==> src/rtl/nvm_pkg.sv <==
// Package: shared types for the self-timed byte-write controller.
// Assumes nothing beyond the enumerations below.
package nvm_pkg;

    // Sequencer state: idle, timed byte write, or timed whole-array clear.
    typedef enum logic [1:0] {
        ST_IDLE  = 2'd0,
        ST_WRITE = 2'd1,
        ST_CLEAR = 2'd2
    } seq_st_t;

endpackage

==> src/rtl/nvm_we_filter.sv <==
// Write-strobe pulse filter.
// Counts consecutive low samples of we_n. Signals a qualified fall on the
// FILT_N-th low sample and a qualified rise on the first high sample after a
// qualified low. Shorter pulses produce no events.
// Assumes we_n is already synchronous to clk and FILT_N >= 1.
module nvm_we_filter #(
    parameter int FILT_N = 3
) (
    input  logic clk,
    input  logic rst_n,
    input  logic we_n,
    output logic fall_o,
    output logic rise_o
);

    localparam int CW = $clog2(FILT_N + 1);
    localparam logic [CW-1:0] CNT_FULL = CW'(FILT_N);
    localparam logic [CW-1:0] CNT_LAST = CW'(FILT_N - 1);

    logic [CW-1:0] low_cnt;

    // Saturating count of consecutive low samples, cleared on any high sample.
    always_ff @(posedge clk) begin
        if (!rst_n) begin
            low_cnt <= '0;
        end else if (we_n) begin
            low_cnt <= '0;
        end else if (low_cnt != CNT_FULL) begin
            low_cnt <= low_cnt + 1'b1;
        end
    end

    // Event decode from the current sample and the count so far.
    always_comb begin
        fall_o = !we_n && (low_cnt == CNT_LAST);
        rise_o = we_n && (low_cnt == CNT_FULL);
    end

endmodule

==> src/rtl/nvm_seq.sv <==
// Write / clear sequencer.
// Holds the pending strobe address and launches a timed byte write or a timed
// array clear on a qualified strobe rise. Emits one-cycle erase, program and
// clear strobes for the storage.
// Assumes WR_CYC >= 2 and CLR_CYC >= 1.
module nvm_seq
    import nvm_pkg::*;
#(
    parameter int AW      = 8,
    parameter int DW      = 8,
    parameter int WR_CYC  = 12,
    parameter int CLR_CYC = 20
) (
    input  logic          clk,
    input  logic          rst_n,
    input  logic          fall_i,
    input  logic          rise_i,
    input  logic          ce_n_i,
    input  logic          oe_n_i,
    input  logic          clr_hv_i,
    input  logic          pwr_ok_i,
    input  logic [AW-1:0] addr_i,
    input  logic          id_sel_i,
    input  logic [DW-1:0] din_i,
    output seq_st_t       st_o,
    output logic [AW-1:0] lat_addr_o,
    output logic          lat_id_o,
    output logic [DW-1:0] lat_data_o,
    output logic          erase_o,
    output logic          prog_o,
    output logic          clear_o
);

    localparam int MAXC = (WR_CYC > CLR_CYC) ? WR_CYC : CLR_CYC;
    localparam int CNTW = $clog2(MAXC + 1);
    localparam logic [CNTW-1:0] WR_LAST  = CNTW'(WR_CYC - 1);
    localparam logic [CNTW-1:0] ERASE_AT = CNTW'(WR_CYC / 2 - 1);
    localparam logic [CNTW-1:0] CLR_LAST = CNTW'(CLR_CYC - 1);

    seq_st_t         st;
    logic [CNTW-1:0] cnt;
    logic [AW-1:0]   pend_addr;
    logic            pend_id;

    // State, cycle counter, pending address capture and launch-time latches.
    always_ff @(posedge clk) begin
        if (!rst_n) begin
            st         <= ST_IDLE;
            cnt        <= '0;
            pend_addr  <= '0;
            pend_id    <= 1'b0;
            lat_addr_o <= '0;
            lat_id_o   <= 1'b0;
            lat_data_o <= '0;
        end else begin
            if (fall_i) begin
                pend_addr <= addr_i;
                pend_id   <= id_sel_i;
            end
            unique case (st)
                ST_IDLE: begin
                    if (rise_i && !ce_n_i && pwr_ok_i) begin
                        if (clr_hv_i) begin
                            st  <= ST_CLEAR;
                            cnt <= '0;
                        end else if (oe_n_i) begin
                            st         <= ST_WRITE;
                            cnt        <= '0;
                            lat_addr_o <= pend_addr;
                            lat_id_o   <= pend_id;
                            lat_data_o <= din_i;
                        end
                    end
                end
                ST_WRITE: begin
                    cnt <= cnt + 1'b1;
                    if (cnt == WR_LAST) begin
                        st <= ST_IDLE;
                    end
                end
                ST_CLEAR: begin
                    cnt <= cnt + 1'b1;
                    if (cnt == CLR_LAST) begin
                        st <= ST_IDLE;
                    end
                end
                default: st <= ST_IDLE;
            endcase
        end
    end

    // Phase strobes toward the storage, decoded from state and count.
    always_comb begin
        st_o    = st;
        erase_o = (st == ST_WRITE) && (cnt == ERASE_AT);
        prog_o  = (st == ST_WRITE) && (cnt == WR_LAST);
        clear_o = (st == ST_CLEAR) && (cnt == CLR_LAST);
    end

endmodule

==> src/rtl/nvm_array.sv <==
// Storage register file: a main array of 2**AW bytes plus a separate
// identification row of ID_ROWS bytes. One write port, whole-main clear,
// asynchronous read. Contents are non-volatile in intent and are not reset.
// Assumes ID_ROWS is a power of two.
module nvm_array #(
    parameter int AW      = 8,
    parameter int DW      = 8,
    parameter int ID_ROWS = 32
) (
    input  logic          clk,
    input  logic          wr_en,
    input  logic          wr_id,
    input  logic [AW-1:0] wr_addr,
    input  logic [DW-1:0] wr_data,
    input  logic          clr_all,
    input  logic [AW-1:0] rd_addr,
    input  logic          rd_id,
    output logic [DW-1:0] rd_data
);

    localparam int DEPTH = 1 << AW;
    localparam int IDW   = $clog2(ID_ROWS);

    logic [DW-1:0] main_q [DEPTH];
    logic [DW-1:0] id_q   [ID_ROWS];

    // Main array: whole-array clear to ones, or a single byte write.
    always_ff @(posedge clk) begin
        if (clr_all) begin
            for (int i = 0; i < DEPTH; i++) begin
                main_q[i] <= '1;
            end
        end else if (wr_en && !wr_id) begin
            main_q[wr_addr] <= wr_data;
        end
    end

    // Identification row: byte writes only, untouched by the clear.
    always_ff @(posedge clk) begin
        if (wr_en && wr_id) begin
            id_q[wr_addr[IDW-1:0]] <= wr_data;
        end
    end

    // Read select between the two rows.
    always_comb begin
        rd_data = rd_id ? id_q[rd_addr[IDW-1:0]] : main_q[rd_addr];
    end

endmodule

==> src/rtl/nvm_byte_ctrl.sv <==
// Top: self-timed byte-write memory controller with a static-RAM-like pin set.
// Samples strobes on clk, filters the write strobe, sequences timed
// erase-then-program writes and array clears, and drives registered read data
// with bit-7 completion polling.
// Assumes all pins are synchronous to clk, AW > log2(ID_ROWS), WR_* >= 2.
module nvm_byte_ctrl
    import nvm_pkg::*;
#(
    parameter int AW       = 8,
    parameter int DW       = 8,
    parameter int ID_ROWS  = 32,
    parameter int FILT_N   = 3,
    parameter int WR_SHORT = 12,
    parameter int WR_LONG  = 48,
    parameter bit LONG_WR  = 1'b0,
    parameter int CLR_CYC  = 20
) (
    input  logic          clk,
    input  logic          rst_n,
    input  logic          ce_n,
    input  logic          oe_n,
    input  logic          we_n,
    input  logic [AW-1:0] addr,
    input  logic [DW-1:0] din,
    input  logic          id_hv,
    input  logic          clr_hv,
    input  logic          pwr_ok,
    output logic [DW-1:0] dout,
    output logic          dout_en,
    output logic          rdy
);

    localparam int IDW    = $clog2(ID_ROWS);
    localparam int WR_CYC = LONG_WR ? WR_LONG : WR_SHORT;

    logic          fall, rise;
    seq_st_t       st;
    logic [AW-1:0] lat_addr;
    logic          lat_id;
    logic [DW-1:0] lat_data;
    logic          erase, prog, clear;
    logic          id_sel;
    logic [DW-1:0] rd_data;
    logic          rd_req;
    logic          poll_hit;

    nvm_we_filter #(
        .FILT_N (FILT_N)
    ) u_filt (
        .clk    (clk),
        .rst_n  (rst_n),
        .we_n   (we_n),
        .fall_o (fall),
        .rise_o (rise)
    );

    nvm_seq #(
        .AW      (AW),
        .DW      (DW),
        .WR_CYC  (WR_CYC),
        .CLR_CYC (CLR_CYC)
    ) u_seq (
        .clk        (clk),
        .rst_n      (rst_n),
        .fall_i     (fall),
        .rise_i     (rise),
        .ce_n_i     (ce_n),
        .oe_n_i     (oe_n),
        .clr_hv_i   (clr_hv),
        .pwr_ok_i   (pwr_ok),
        .addr_i     (addr),
        .id_sel_i   (id_sel),
        .din_i      (din),
        .st_o       (st),
        .lat_addr_o (lat_addr),
        .lat_id_o   (lat_id),
        .lat_data_o (lat_data),
        .erase_o    (erase),
        .prog_o     (prog),
        .clear_o    (clear)
    );

    nvm_array #(
        .AW      (AW),
        .DW      (DW),
        .ID_ROWS (ID_ROWS)
    ) u_mem (
        .clk     (clk),
        .wr_en   (erase | prog),
        .wr_id   (lat_id),
        .wr_addr (lat_addr),
        .wr_data (prog ? lat_data : {DW{1'b1}}),
        .clr_all (clear),
        .rd_addr (addr),
        .rd_id   (id_sel),
        .rd_data (rd_data)
    );

    // Row select, read qualification and polling match for the current pins.
    always_comb begin
        id_sel   = id_hv && (&addr[AW-1:IDW]);
        rd_req   = !ce_n && !oe_n && we_n;
        poll_hit = (st == ST_WRITE) && (addr == lat_addr) && (id_sel == lat_id);
        rdy      = (st == ST_IDLE);
    end

    // Registered read output: polling word, stored byte, or quiet zero.
    always_ff @(posedge clk) begin
        if (!rst_n) begin
            dout_en <= 1'b0;
            dout    <= '0;
        end else begin
            dout_en <= rd_req;
            if (!rd_req) begin
                dout <= '0;
            end else if (poll_hit) begin
                dout <= {~lat_data[DW-1], {(DW-1){1'b0}}};
            end else begin
                dout <= rd_data;
            end
        end
    end

endmodule

==> config.mk <==
export PLATFORM = sky130hd
export DESIGN_NAME = nvm_byte_ctrl
export DESIGN_NICKNAME = d
export VERILOG_FILES = /design/src/rtl/nvm_pkg.sv /design/src/rtl/nvm_we_filter.sv /design/src/rtl/nvm_seq.sv /design/src/rtl/nvm_array.sv /design/src/rtl/nvm_byte_ctrl.sv
export SDC_FILE = /design/constraint.sdc
export NUM_CORES = 2
export LEC_CHECK = 0
export BUFFER_PORTS_ARGS = -buffer_cell sky130_fd_sc_hd__buf_2
export CELL_PAD_IN_SITES_DETAIL_PLACEMENT = 1
export CELL_PAD_IN_SITES_GLOBAL_PLACEMENT = 1
export CORE_MARGIN = 3
export CORE_UTILIZATION = 30
export DETAILED_ROUTE_END_ITERATION = 16
export PLACE_DENSITY = 0.5
export SLEW_MARGIN = 20
export SYNTH_ARGS = -nofsm -noshare
export SYNTH_HDL_FRONTEND = slang
export SYNTH_HIERARCHICAL = 1
export SYNTH_SLANG_ARGS = --single-unit
==> constraint.sdc <==
create_clock -name clk -period 9.3 [get_ports clk]
set_input_delay 0.93 -clock clk [delete_from_list [all_inputs] [get_ports clk]]
set_output_delay 0.93 -clock clk [all_outputs]
set_load 0.005 [all_outputs]
==> summary.md <==
| Metric | Value |
|---|---|
| Initial Utilization | `30.18%` |
| Final worst slack | `3.800 ns` |
| Critical Path Sink Type | `register` |
| Fin. max-slew vios | `0` |
| Via count of the routed design | `66.55k` |
| Pwr dens | `185.3 nW/um^2` |
| Root buffer cell | `clkbuf_16` |
| DR pass1 iterations | `5` |
| Final Hold Fails | `0` |
| Type of the worst min-delay path | `in -> reg` |
| Crit path max fanout | `59` |
| Clock slew at reported path FFs | `0.06 ns` |
| Cells after Synth | `7257` |
| Final count of negative-setup-slack endpoints | `0` |
| FMAX | `181.8 MHz` |
| Post-cts hold buffer count | `0` |
| Setup TNS | `0 ns` |
| Tcrit/Tclk final | `59.14%` |
| Worst Path Required | `9.80 ns` |
| Tightest Pin Transition | `1.267 ns` |
| RSZ-0062 raised after global routing | `no` |
| Die footprint | `368900 um^2` |
| Maxcap violations | `0` |
| Core Region | `359500 um^2` |
| IO Count | `34` |
| Antenna-violating nets left | `0` |
| Status | `complete, no violations` |
| Register area share after synthesis | `64.58%` |
| Leak | `41.42 nW` |
| Die height | `607.4 um` |
| Initial drt markers | `6699` |
| Largest net degree at the start of global routing | `153` |
| Row count | `220` |
| Peak supply drop | `0.0001233 V` |
| Final Non-Filler Cells | `11.83k` |
| Crit Path Category | `reg -> reg` |
| Grt total ovfl | `0` |
| Initial antenna violation count | `39` |
| WL final | `398.4 mm` |
| Drt wl/cell | `33.67 um` |
| Ys Warns | `6` |
| Die width | `607.4 um` |
| Placed Cells | `11.33k` |
| DRC Markers | `0` |
| Layout Area Growth over Synthesis | `11.90%` |
| Post-synth EDFFs | `2304` |
| Share of cells above drive strength 1 | `18.73%` |
| Clock skew | `0.05317 ns` |
| Pre-CTS WS | `3.524 ns` |
| Sink Count | `2348` |
| Worst setup SP type | `register` |
| # port buffers | `33` |
| Total Routing Usage GR | `21.09%` |
| Synth cell types | `81` |
| Crit path DAT | `6.00 ns` |
| Clk buf depth | `4` |
| Vias in the first global route | `68.85k` |
| Routability cong. | `0.7966` |
| CTS tree | `done` |
| CTS resizes | `0` |
| Synthesized Nets | `7289` |
| Final HPWL DP | `232.4 mm` |
| Top_reg_cell synth | `edfxtp_1` |
| Fin crit period | `5.500 ns` |
| NumNets Final | `6867` |
| Post-synthesis register bit count | `2348` |
| Ys async rst share | `0%` |
| Setup bufs post-CTS | `0` |
| Cts bufs inserted | `278` |
| Clk_lat worst skew | `0.90 ns` |
| Mapped cell area | `108500 um^2` |
| Vias/cell | `5.625` |
| Max transition margin | `15.50%` |
| Mean Syn Cell Area | `14.95 um^2` |
| H-tree lvl count | `5` |
| First-pass GRT wire length | `560.8 mm` |
[cell type report]
cell class / instances / area (um^2)
diodes: 20 / 50.05
clock buffers: 346 / 7370
clock inverters: 137 / 1062
fillers: 36690 / 238100
inverters: 12 / 61.31
multi-input cells: 3964 / 34760
flip-flops and latches: 2348 / 70070
well taps: 4773 / 5972
repair buffers: 231 / 2057
[layout by cell type (no fill, tap or decap), types with 10 or more instances in the layout]
cell       count
nand2_4       22
nand2_1      256
a21boi_0      17
o221ai_1      33
mux2i_1      188
or2_2         79
nand2b_1      39
a21oi_1       42
and3_1        22
nor2_1        85
clkbuf_16    284
clkinv_1      65
o21ai_0       22
nor2b_1       27
clkinv_2      39
dfxtp_1       44
clkbuf_1      59
nand3_1       56
a31oi_1       14
a211oi_1      18
a21o_1       110
buf_12        23
nor3_1        32
o22ai_1       54
or3_1       1964
bufinv_16     10
buf_2         28
buf_4        169
and2_1        14
a311oi_1      14
mux4_2       562
o21bai_1     127
edfxtp_1    2304
diode_2       20
[per-stage QoR]
stage	utilization (%)	hold slack (ns)	area [um^2]	power (W)
after global placement	31.36	0.4473	112700	0.01227
after detailed placement	31.40	0.4641	112900	0.01227
final	33.77	0.2965	121400	0.02249
after global routing	33.76	0.2774	121400	0.02313
after CTS	33.75	0.2164	121300	0.02274
after floorplan	-	0.4383	108500	0.01201
[cell usage after synthesis, types with 36 or more instances]
library cell	number	share of area [%]
a21o_1	110	0.76
a21oi_1	42	0.19
buf_2	75	0.35
buf_6	38	0.39
clkbuf_1	767	2.7
dfxtp_1	44	0.81
edfxtp_1	2304	64
mux2i_1	189	1.7
mux4_2	562	12
nand2_1	279	0.97
nand2b_1	49	0.28
nand3_1	65	0.30
nor2_1	93	0.32
nor3_1	36	0.17
o21bai_1	135	0.93
o22ai_1	54	0.31
or2_2	79	0.46
or3_1	1964	11
[power breakdown]
group	switching, W	internal [W]	leakage [nW]
clock	0.00454	0.00591	4.12
sequential	0.00000331	0.0114	27.7
combinational	0.000424	0.000177	9.64
[worst max-delay path: stages, from the launching register on]
cell      delay, ns
dfxtp_1        0.39
ha_1           0.20
inv_1          0.08
nor2_1         0.17
and4b_1        0.75
or2_2          0.37
nand2_1        0.27
nor3_1         0.76
nand2_4        0.64
buf_4          0.57
o21bai_1       0.73
[flip-flops by register name (all words and copies together) (netlist names)]
name              count
u_seq/lat_data_o      8
u_filt/low_cnt        2
u_seq/lat_addr_o      8
u_seq/pend_id         1
u_mem/id_q          256
u_mem/main_q       2048
u_seq/lat_id_o        1
dout                  8
u_seq/pend_addr       8
dout_en               1
u_seq/st_o            2
u_seq/cnt             5
[final timing paths]
kind                           start             endpoint  slack, ns  depth (start not counted)
setup / recovery        u_seq/cnt[0]   u_mem/main_q[2][3]       3.80                         10
setup reg to reg        u_seq/cnt[0]   u_mem/main_q[2][3]       3.80                         10
hold / removal                din[1]  u_seq/lat_data_o[1]       0.30                          3
hold reg to reg   u_seq/pend_addr[2]  u_seq/lat_addr_o[2]       0.47                          2
[layer usage]
metal	track usage (%)	vias up	wire length [um]
li1	-	27660	-
met1	29.22	36290	173200
met2	34.60	2111	191000
met3	2.693	486	22220
met4	6.096	4	11900
met5	0	-	33
[cells by family after synthesis]
family                     synth area share, %
buffers and inverters                    3.788
and+or+nand+nor                          14.46
xor gates and xnor gates               0.08766
adders and majority gates              0.09226
DFF                                      64.58
muxes                                    13.49
AOI/OAI and AO/OA                        3.492
No activity file was read; power rests on OpenSTA's default activity.
